--- src/rtl/i2cTgtPkg.sv ---
package i2cTgtPkg;
  localparam int BYTE_W     = 8;
  localparam int CNT_W      = $clog2(BYTE_W + 1);
  localparam int DEV_ADDR_W = 7;

  typedef struct packed {
    logic clrCnt;    // restart the bit counter
    logic sampleRx;  // shift the synchronised SDA into the byte register
    logic loadTx;    // load a read byte and present its MSB
    logic shiftTx;   // move to the next read bit
    logic setAck;    // pull SDA low for an acknowledge
    logic relSda;    // let SDA float
  } dpCtl_t;

  typedef enum logic [2:0] {
    S_IDLE, S_ADDR, S_ADDR_ACK, S_WR_BYTE, S_WR_ACK, S_RD_BYTE, S_RD_ACK, S_WAIT
  } tgtState_t;
endpackage

--- src/rtl/i2cTgtDatapath.sv ---
module i2cTgtDatapath
  import i2cTgtPkg::*;
#(
  parameter int SYNC_STAGES = 2
) (
  input  logic              clk,
  input  logic              rstN,
  input  logic              sclIn,
  input  logic              sdaIn,
  input  logic [BYTE_W-1:0] rdData,
  input  dpCtl_t            ctl,
  output logic              sclRise,
  output logic              sclFall,
  output logic              evStart,
  output logic              evStop,
  output logic              sdaS,
  output logic [BYTE_W-1:0] shiftReg,
  output logic [CNT_W-1:0]  bitCnt,
  output logic              driveLow
);
  logic [SYNC_STAGES-1:0] sclPipe, sdaPipe;
  logic sclS, sclQ, sdaQ;

  always_ff @(posedge clk or negedge rstN) begin
    if (!rstN) begin
      sclPipe <= '1;
      sdaPipe <= '1;
      sclQ    <= 1'b1;
      sdaQ    <= 1'b1;
    end else begin
      sclPipe <= {sclPipe[SYNC_STAGES-2:0], sclIn};
      sdaPipe <= {sdaPipe[SYNC_STAGES-2:0], sdaIn};
      sclQ    <= sclS;
      sdaQ    <= sdaS;
    end
  end

  assign sclS    = sclPipe[SYNC_STAGES-1];
  assign sdaS    = sdaPipe[SYNC_STAGES-1];
  assign sclRise = sclS & ~sclQ;
  assign sclFall = ~sclS & sclQ;
  assign evStart = sclS & sclQ & sdaQ & ~sdaS;
  assign evStop  = sclS & sclQ & ~sdaQ & sdaS;

  always_ff @(posedge clk or negedge rstN) begin
    if (!rstN) begin
      shiftReg <= '0;
      bitCnt   <= '0;
      driveLow <= 1'b0;
    end else begin
      if (ctl.loadTx)        shiftReg <= rdData;
      else if (ctl.shiftTx)  shiftReg <= {shiftReg[BYTE_W-2:0], 1'b0};
      else if (ctl.sampleRx) shiftReg <= {shiftReg[BYTE_W-2:0], sdaS};

      if (ctl.clrCnt)                        bitCnt <= '0;
      else if (ctl.sampleRx || ctl.shiftTx)  bitCnt <= bitCnt + 1'b1;

      if (ctl.setAck)       driveLow <= 1'b1;
      else if (ctl.loadTx)  driveLow <= ~rdData[BYTE_W-1];
      else if (ctl.shiftTx) driveLow <= ~shiftReg[BYTE_W-2];
      else if (ctl.relSda)  driveLow <= 1'b0;
    end
  end

  // the pull-down only engages once the synchronised clock is low
  a_r10_drive_on_scl_low: assert property (@(posedge clk) disable iff (!rstN)
    $rose(driveLow) |-> !sclQ);
endmodule

--- src/rtl/i2cTgtControl.sv ---
module i2cTgtControl
  import i2cTgtPkg::*;
#(
  parameter int STRAP_W = 2,
  parameter logic [DEV_ADDR_W-STRAP_W-1:0] ADDR_PREFIX = 5'b10100
) (
  input  logic               clk,
  input  logic               rstN,
  input  logic               sclRise,
  input  logic               sclFall,
  input  logic               evStart,
  input  logic               evStop,
  input  logic               sdaS,
  input  logic [BYTE_W-1:0]  shiftReg,
  input  logic [CNT_W-1:0]   bitCnt,
  input  logic [STRAP_W-1:0] strapSel,
  input  logic               busy,
  output dpCtl_t             ctl,
  output logic               txnStart,
  output logic               txnRead,
  output logic               rxValid,
  output logic               rxFirst,
  output logic               rdReq,
  output logic               stopSeen
);
  localparam logic [CNT_W-1:0] FULL_CNT = CNT_W'(BYTE_W);
  localparam logic [CNT_W-1:0] LAST_CNT = CNT_W'(BYTE_W - 1);

  tgtState_t state, nxt;
  logic rwBit, firstPend, ackOk, addrMatch, byteDone;

  assign addrMatch = (shiftReg[BYTE_W-1:1] == {ADDR_PREFIX, strapSel});
  assign byteDone  = (bitCnt == FULL_CNT);

  always_comb begin
    nxt      = state;
    ctl      = '0;
    txnStart = 1'b0;
    rxValid  = 1'b0;
    rdReq    = 1'b0;
    stopSeen = 1'b0;
    if (evStop) begin
      nxt = S_IDLE;  ctl.relSda = 1'b1;  stopSeen = 1'b1;
    end else if (evStart) begin
      nxt = S_ADDR;  ctl.relSda = 1'b1;  ctl.clrCnt = 1'b1;
    end else begin
      unique case (state)
        S_ADDR: begin
          ctl.sampleRx = sclRise;
          if (sclFall && byteDone) begin
            if (addrMatch && !busy) begin
              nxt = S_ADDR_ACK;  ctl.setAck = 1'b1;  txnStart = 1'b1;
              rdReq = shiftReg[0];
            end else begin
              nxt = S_WAIT;  ctl.relSda = 1'b1;
            end
          end
        end
        S_ADDR_ACK: if (sclFall) begin
          ctl.clrCnt = 1'b1;
          if (rwBit) begin nxt = S_RD_BYTE;  ctl.loadTx = 1'b1; end
          else       begin nxt = S_WR_BYTE;  ctl.relSda = 1'b1; end
        end
        S_WR_BYTE: begin
          ctl.sampleRx = sclRise;
          if (sclFall && byteDone) begin
            if (busy) begin nxt = S_WAIT;  ctl.relSda = 1'b1; end
            else begin nxt = S_WR_ACK;  ctl.setAck = 1'b1;  rxValid = 1'b1; end
          end
        end
        S_WR_ACK: if (sclFall) begin
          nxt = S_WR_BYTE;  ctl.relSda = 1'b1;  ctl.clrCnt = 1'b1;
        end
        S_RD_BYTE: if (sclFall) begin
          if (bitCnt == LAST_CNT) begin nxt = S_RD_ACK;  ctl.relSda = 1'b1; end
          else ctl.shiftTx = 1'b1;
        end
        S_RD_ACK: begin
          rdReq = sclRise & ~sdaS;
          if (sclFall) begin
            if (ackOk) begin nxt = S_RD_BYTE;  ctl.loadTx = 1'b1;  ctl.clrCnt = 1'b1; end
            else       begin nxt = S_WAIT;  ctl.relSda = 1'b1; end
          end
        end
        default: ;
      endcase
    end
  end

  always_ff @(posedge clk or negedge rstN) begin
    if (!rstN) begin
      state     <= S_IDLE;
      rwBit     <= 1'b0;
      firstPend <= 1'b0;
      ackOk     <= 1'b0;
    end else begin
      state <= nxt;
      if (txnStart) begin
        rwBit     <= shiftReg[0];
        firstPend <= 1'b1;
      end else if (rxValid) begin
        firstPend <= 1'b0;
      end
      if (state == S_RD_ACK && sclRise) ackOk <= ~sdaS;
    end
  end

  assign txnRead = txnStart ? shiftReg[0] : rwBit;
  assign rxFirst = firstPend;

  // a STOP always lands in idle
  a_r2_stop_to_idle: assert property (@(posedge clk) disable iff (!rstN)
    evStop |=> (state == S_IDLE));
  // no transaction is opened while the write cycle runs
  a_r5_busy_blocks_txn: assert property (@(posedge clk) disable iff (!rstN)
    txnStart |-> !busy);
  // controller strobes never coincide
  a_r1_single_strobe: assert property (@(posedge clk) disable iff (!rstN)
    $onehot0({txnStart, rxValid, stopSeen}));
  // after a master NACK nothing is requested
  a_r8_wait_no_request: assert property (@(posedge clk) disable iff (!rstN)
    (state == S_WAIT) |-> !rdReq);
endmodule

--- src/rtl/i2cEepromTarget.sv ---
module i2cEepromTarget
  import i2cTgtPkg::*;
#(
  parameter int SYNC_STAGES = 2,
  parameter int STRAP_W = 2,
  parameter logic [DEV_ADDR_W-STRAP_W-1:0] ADDR_PREFIX = 5'b10100
) (
  input  logic               clk,
  input  logic               rstN,
  input  logic               sclIn,
  input  logic               sdaIn,
  input  logic [STRAP_W-1:0] strapSel,
  input  logic               busy,
  input  logic [BYTE_W-1:0]  rdData,
  output logic               sdaDriveLow,
  output logic               txnStart,
  output logic               txnRead,
  output logic               rxValid,
  output logic [BYTE_W-1:0]  rxData,
  output logic               rxFirst,
  output logic               rdReq,
  output logic               stopSeen
);
  dpCtl_t ctl;
  logic sclRise, sclFall, evStart, evStop, sdaS;
  logic [BYTE_W-1:0] shiftReg;
  logic [CNT_W-1:0]  bitCnt;

  i2cTgtDatapath #(.SYNC_STAGES(SYNC_STAGES)) u_dp (
    .clk(clk), .rstN(rstN), .sclIn(sclIn), .sdaIn(sdaIn), .rdData(rdData),
    .ctl(ctl), .sclRise(sclRise), .sclFall(sclFall), .evStart(evStart),
    .evStop(evStop), .sdaS(sdaS), .shiftReg(shiftReg), .bitCnt(bitCnt),
    .driveLow(sdaDriveLow)
  );

  i2cTgtControl #(.STRAP_W(STRAP_W), .ADDR_PREFIX(ADDR_PREFIX)) u_ctl (
    .clk(clk), .rstN(rstN), .sclRise(sclRise), .sclFall(sclFall),
    .evStart(evStart), .evStop(evStop), .sdaS(sdaS), .shiftReg(shiftReg),
    .bitCnt(bitCnt), .strapSel(strapSel), .busy(busy), .ctl(ctl),
    .txnStart(txnStart), .txnRead(txnRead), .rxValid(rxValid),
    .rxFirst(rxFirst), .rdReq(rdReq), .stopSeen(stopSeen)
  );

  assign rxData = shiftReg;

  // an accepted address is followed by the acknowledge pull-down
  a_r3_ack_after_match: assert property (@(posedge clk) disable iff (!rstN)
    txnStart |=> sdaDriveLow);
  // every reported write byte is acknowledged
  a_r6_byte_acked: assert property (@(posedge clk) disable iff (!rstN)
    rxValid |=> sdaDriveLow);
endmodule

--- config.mk ---
export PLATFORM = sky130hd
export DESIGN_NAME = i2cEepromTarget
export DESIGN_NICKNAME = d
export VERILOG_FILES = /design/src/rtl/i2cTgtPkg.sv /design/src/rtl/i2cTgtDatapath.sv /design/src/rtl/i2cTgtControl.sv /design/src/rtl/i2cEepromTarget.sv
export SDC_FILE = /design/constraint.sdc
export NUM_CORES = 1
export LEC_CHECK = 0
export BUFFER_PORTS_ARGS = -buffer_cell sky130_fd_sc_hd__buf_2
export CAP_MARGIN = 20
export CORE_MARGIN = 5
export CORE_UTILIZATION = 55
export DETAILED_ROUTE_END_ITERATION = 10
export PLACE_DENSITY = 0.86
export SYNTH_ARGS = -nofsm -noshare
export SYNTH_HDL_FRONTEND = slang
export SYNTH_HIERARCHICAL = 1
export SYNTH_SLANG_ARGS = --single-unit
--- constraint.sdc ---
create_clock -name clk -period 5.6 [get_ports clk]
set_clock_uncertainty 0.2 [all_clocks]
set_input_delay 0.56 -clock clk [delete_from_list [all_inputs] [get_ports clk]]
set_output_delay 0.56 -clock clk [all_outputs]
set_load 0.1 [all_outputs]
==> impl_metrics.py, run 1 <==
metrics = {
    "outcome": {
        "outcome": "finished, final reports clean",
    },
    "sta": {
        "holdWs_ns": 0.01492,
        "setup_tns_ns": 0,
        "post-route-period-util_pct": 66.07,
        "setup_violations": 0,
        "timing.fmax_mhz": 270.3,
        "hold_violations": 0,
        "timing.final.crit_period_ns": 3.700,
        "worst_slew_pin_slew_ns": 0.9817,
        "slew_headroom_pct": 34.31,
        "rsz0062_at_grt": "no",
        "report.final.slew_viol_count": 0,
    },
    "power": {
        "power_per_cell_area_nw_per_um2": 498.1,
        "finalPower_uw": 809.6,
        "p_int_uw": 364.7,
        "leakagePower_nw": 0.7251,
        "switchingPower_uw": 444.9,
        "seqPwrFrac_pct": 38.6,
        "clkPwrFrac_pct": 9.8,
        "pwr-share-comb_pct": 51.6,
        "peakVddDrop_v": 0.0004571,
        "switching_share_pct": 54.96,
    },
    "clock_tree": {
        "clockBufferDepth": 2,
        "htreeDepth": 1,
        "clk_latency_ns": 0.31,
        "post_cts_buffers": 0,
        "cts_root_buffer": "clkbuf_4",
        "numCtsBuffers": 3,
        "cts.sinks": 25,
        "cts_hold_buffers": 0,
        "ctsResizeCount": 0,
        "cts_tree": "built",
        "clkTransAtPathRegs_ns": 0.14,
    },
    "global_routing": {
        "grt_max_degree": 26,
        "antenna_found_initial": 0,
        "grt_pass1_vias": 1253,
        "grt-ovfl-total": 0,
        "grt_pass1_wl_um": 5382,
        "grt_usage_pct": 19.19,
    },
    "route": {
        "drc": 0,
        "wl_per_cell_um": 15.59,
        "drtIter0Drc": 76,
        "firstDrtPassIters": 4,
        "ant_nets": 0,
        "finalWirelength_um": 3290,
        "via_count": 1272,
        "avgViaCountPerCell": 6.028,
    },
    "min_path": {
        "hold_class": "input port to asynchronous set/reset pin",
    },
    "placed_design": {
        "place.detailed.hpwl_um": 2454,
        "io_buffers": 29,
        "placed_cells": 207,
        "finalWeightedCongestion": 0.8989,
    },
    "cells_and_area": {
        "syn_to_final_growth_pct": 12.57,
        "nFillCells": 203,
        "final_cells": 211,
        "fin_util_pct": 65.02,
        "fin_nets": 198,
        "drive_above_1_share_pct": 23.76,
        "antennaDiodeCount": 0,
    },
    "synth": {
        "ys.flop_type": "dfrtp_1",
        "avgSynthCellArea_um2": 9.376,
        "synth_area_um2": 1444,
        "synth_edf_count": 0,
        "ys_types": 48,
        "yosysWarnings": 6,
        "ys_async_sr_fraction_pct": 100.0,
        "syn_nets": 170,
        "synth_seq_cells": 25,
        "synth.yosys.seq_area_share_pct": 43.85,
        "syn_inst": 154,
    },
    "floorplan": {
        "initial_utilization_pct": 57.76,
        "rows": 18,
        "die_w_um": 61.24,
        "core_area_um2": 2500,
        "dieArea_um2": 3750,
        "fp.dieH_um": 61.24,
        "io-pin-count": 30,
    },
    "run": {
        "maxCapViolations": 0,
    },
    "worst_setup_path": {
        "critPathMaxFanout": 7,
        "cp-end-kind": "output port",
        "worst_ep_required_time_ns": 4.84,
        "arrival_ns": 2.94,
        "crit_type": "register to output port",
        "critPathLaunchType": "register",
    },
}
[through the flow]
stage               setup slack, ns  area, µm²
floorplan                     1.525       1444
global placement              2.294       1599
detailed placement            2.247       1599
CTS                           1.884       1625
global route                  1.753       1625
finish                        1.900       1625
[final timing paths]
kind                                      startpoint                    endpoint  slack, ns  depth (start not counted)
max                              u_dp/sclQ$_DFF_PN1_                     txnRead       1.90                          6
min reg2reg                u_dp/sdaPipe[0]$_DFF_PN1_   u_dp/sdaPipe[1]$_DFF_PN1_       0.16                          0
max in group asynchronous                       rstN   u_dp/sdaPipe[1]$_DFF_PN1_       4.80                          1
min in group clk                               sdaIn   u_dp/sdaPipe[0]$_DFF_PN1_       0.14                          1
min                                             rstN  u_dp/bitCnt[1]$_DFFE_PN0P_       0.01                          1
max reg2reg                      u_dp/sclQ$_DFF_PN1_  u_dp/bitCnt[3]$_DFFE_PN0P_       2.38                          6
[worst max-delay path, stage by stage (launching register included)]
cell and delay (ns):
dfstp_2 0.56, nor2b_1 0.34, or3b_1 0.46, or3_4 0.43, nor3_4 0.19, mux2_1 0.36
buf_2 0.30
[power by group through the flow]
stage | clock [mW] | combinational, mW | sequential [mW]
2_1_floorplan | 0 | 0.172 | 0.478
3_3_place_gp | 0 | 0.409 | 0.311
3_5_place_dp | 0 | 0.415 | 0.315
4_1_cts | 0.0819 | 0.417 | 0.311
5_1_grt | 0.0888 | 0.447 | 0.323
6_report | 0.0791 | 0.418 | 0.313
[sequential cells by signal, indices dropped and copies added, names as in the netlist]
register,cells
u_dp/sdaQ,1
u_ctl/rwBit,1
u_dp/shiftReg,8
u_dp/sdaPipe,2
u_dp/sclPipe,2
u_dp/bitCnt,4
u_ctl/state,3
u_ctl/ackOk,1
u_dp/sclQ,1
u_ctl/rxFirst,1
u_dp/driveLow,1
[cell usage after synthesis (2+ instances only)]
cell type	count	area (µm²)
dfrtp_1	19	475.5
nand2_1	14	52.55
nor2_1	11	41.29
mux2i_1	9	90.09
o21ai_0	8	40.04
a21oi_1	7	35.03
inv_1	7	26.28
o21ai_1	7	35.03
dfstp_2	6	157.7
nor2b_1	6	37.54
nand2b_1	4	25.02
a21o_1	3	22.52
clkbuf_1	3	11.26
nand3_1	3	15.01
nor3_1	3	15.01
nor3b_1	3	22.52
a211oi_1	2	15.01
buf_4	2	15.01
nand4_1	2	12.51
nor4_1	2	12.51
nor4b_1	2	17.52
o21a_1	2	15.01
o31ai_1	2	15.01
xnor2_1	2	17.52
xor2_1	2	17.52
[kinds of logic after synthesis]
kind of cell             Yosys count  share of synthesized area [%]
XOR/XNOR                           4                          2.427
multiplexers                      10                          7.019
buffers and inverters             14                          4.245
adder cells (fa/ha/maj)            1                         0.8664
AND/OR/NAND/NOR                   60                          23.83
flip-flops                        25                          43.85
AO/OA/AOI/OAI                     40                          17.76
[layer usage]
| metal | vias to the layer above | routed length [µm] | global-route usage [%] |
|---|---|---|---|
| li1 | 613 | - | - |
| met1 | 604 | 1454 | 25.26 |
| met2 | 53 | 1609 | 30.36 |
| met3 | 2 | 210 | 3.564 |
| met4 | 0 | 16 | 9.288 |
| met5 | - | 0 | 0 |
[area by class of cell]
cell class	instances	area [µm²]	share of cell area (%)
Tap cell	30	37.54	2.309
Multi-Input combinational cell	115	749.5	46.11
Timing Repair Buffer	30	152.6	9.392
Inverter	7	26.28	1.617
Sequential cell	25	633.1	38.95
Clock buffer	4	26.28	1.617
[cells in the final DEF, fill, tap and decap left out, types with 4 or more instances in the layout]
master and instances:
nor2_1 11, dfrtp_1 19, a21oi_1 7, nand2b_1 4, nand2_1 14, dfstp_2 6, o21ai_1 7, buf_2 29
mux2i_1 9, nor2b_1 6, o21ai_0 8, inv_1 7
Power figures use the tool's default switching activity.
==> run 2: changes to the inputs <==
CORE_UTILIZATION = 48   (was 55)
PLACE_DENSITY = 0.8   (was 0.86)
clock period = 3.2 ns   (was 5.6 ns; I/O delays follow)
==> impl_metrics.py, run 2 (same netlist as run 1, synthesis figures left out) <==
metrics = {
    "worst_setup_path": {
        "arrival_ns": 2.57,
        "critPathMaxFanout": 7,
        "cp-end-kind": "output port",
        "worst_ep_required_time_ns": 2.68,
        "critPathLaunchType": "register",
        "crit_type": "register to output port",
    },
    "cells_and_area": {
        "fin_util_pct": 58.95,
        "final_common_cell": "buf_2",
        "final_cells": 224,
        "final_cell_mix": "28 x buf_2, 14 x nand2_1, 13 x dfrtp_1",
        "reg.largest.list": "u_dp/shiftReg (8), u_dp/bitCnt (4), u_ctl/state (3)",
        "largest_register_ffs": 8,
        "syn_to_final_growth_pct": 21.58,
        "fin_nets": 208,
        "antennaDiodeCount": 0,
        "drive_above_1_share_pct": 30.37,
        "top_register": "u_dp/shiftReg",
    },
    "clock_tree": {
        "cts.sinks": 25,
        "clk_latency_ns": 0.32,
        "cts_tree": "built",
        "post_cts_buffers": 0,
        "clkTransAtPathRegs_ns": 0.14,
        "htreeDepth": 1,
        "cts_root_buffer": "clkbuf_4",
        "clockBufferDepth": 2,
        "numCtsBuffers": 3,
    },
    "global_routing": {
        "grt-ovfl-total": 0,
        "grt_pass1_vias": 1347,
        "antenna_found_initial": 0,
        "grt_pass1_wl_um": 6030,
        "grt_usage_pct": 17.75,
        "grt_max_degree": 26,
    },
    "power": {
        "leakagePower_nw": 0.7732,
        "peakVddDrop_v": 0.0006808,
        "finalPower_mw": 1.454,
        "power_per_cell_area_nw_per_um2": 828.3,
    },
    "floorplan": {
        "dieArea_um2": 4205,
        "core_area_um2": 2978,
        "die_w_um": 64.85,
        "fp.dieH_um": 64.85,
        "rows": 20,
        "initial_utilization_pct": 48.49,
        "io-pin-count": 30,
    },
    "route": {
        "ant_nets": 0,
        "via_count": 1324,
        "avgViaCountPerCell": 5.911,
        "firstDrtPassIters": 4,
        "finalWirelength_um": 3473,
        "met1Wirelength_um": 1531,
        "drc": 0,
        "wl_per_cell_um": 15.50,
        "met2RoutedLength_um": 1611,
        "drtIter0Drc": 54,
        "wl_met3_um": 245,
        "highest_layer": "met4",
    },
    "placed_design": {
        "finalWeightedCongestion": 0.8410,
        "io_buffers": 29,
        "place.detailed.hpwl_um": 2602,
        "placed_cells": 214,
    },
    "sta": {
        "timing.final.crit_period_ns": 3.091,
        "setup_violations": 0,
        "worst_slew_pin_slew_ns": 0.5492,
        "timing.fmax_mhz": 323.6,
        "hold_violations": 0,
        "post-route-period-util_pct": 96.58,
        "slew_headroom_pct": 63.38,
        "rsz0062_at_grt": "no",
        "report.final.slew_viol_count": 0,
    },
    "run": {
        "maxCapViolations": 0,
    },
    "min_path": {
        "hold_class": "input port to register",
    },
    "outcome": {
        "outcome": "finished, final reports clean",
    },
}
-- run 2: changes by cell type in the layout (fill, tap and decap cells not counted), moves of 4 or more --
cell           change
dfrtp_1            -6
dlygate4sd3_1      +6
buf_4              +4
dfrtp_2            +6
-- run 2: metrics by stage --
stage | setup slack, ns | instance area, µm² | hold slack, ns | TNS, ns
CTS | 0.0006246 | 1744 | 0.005576 | 0
floorplan | -0.07605 | 1465 | -0.1756 | -0.1361
finish | 0.1094 | 1755 | 0.01172 | 0
global placement | 0.4107 | 1654 | 0.1394 | 0
detailed placement | 0.3830 | 1654 | 0.1459 | 0
global route | 0.02951 | 1755 | 0.01027 | 0
-- run 2: final timing paths --
kind / from / end / slack (ns) / depth (start not counted)
max reg2reg: u_dp/sclPipe[1]$_DFF_PN1_ / u_dp/shiftReg[1]$_DFFE_PN0P_ / 0.56 / 9
min: rdData[4] / u_dp/shiftReg[4]$_DFFE_PN0P_ / 0.01 / 3
max: u_dp/sclQ$_DFF_PN1_ / txnRead / 0.11 / 6
min in group asynchronous: rstN / u_ctl/rwBit$_DFF_PN0_ / 0.31 / 2
max in group asynchronous: rstN / u_dp/shiftReg[3]$_DFFE_PN0P_ / 2.09 / 2
min reg2reg: u_dp/sclPipe[0]$_DFF_PN1_ / u_dp/sclPipe[1]$_DFF_PN1_ / 0.17 / 0
-- run 2: per-layer routing --
metal  up-vias  global-route usage, %
met4         0                  6.069
met3         9                  3.293
met2        58                  29.12
li1        630                      -
met1       627                  23.36
met5         -                      0
-- run 2: power breakdown --
group	switching, mW	internal [mW]
logic	0.567	0.202
registers	0.132	0.410
clock network	0.0949	0.0476
total	0.794	0.660
-- run 2: repair_timing --
item	CTS	global route
endpoints found under the setup margin	0	1
resized for setup	0	4
hold buffers	6	0
endpoints found under the hold margin	24	0
-- run 2: critical path, stage by stage (launching register included) --
cell	delay, ns
dfstp_2	0.58
nor2b_4	0.20
or3b_4	0.42
or3_4	0.38
nor3_4	0.15
mux2_4	0.33
buf_6	0.19
-- run 2: final cells by class --
cell class                      instances  area (µm²)
Clock buffer                            3       22.52
Timing Repair Buffer                   40       249.0
Fill cell                             266        1222
Tap cell                               33       41.29
Clock inverter                          1       7.507
Sequential cell                        25       640.6
Inverter                                7       26.28
Multi-Input combinational cell        115       768.2
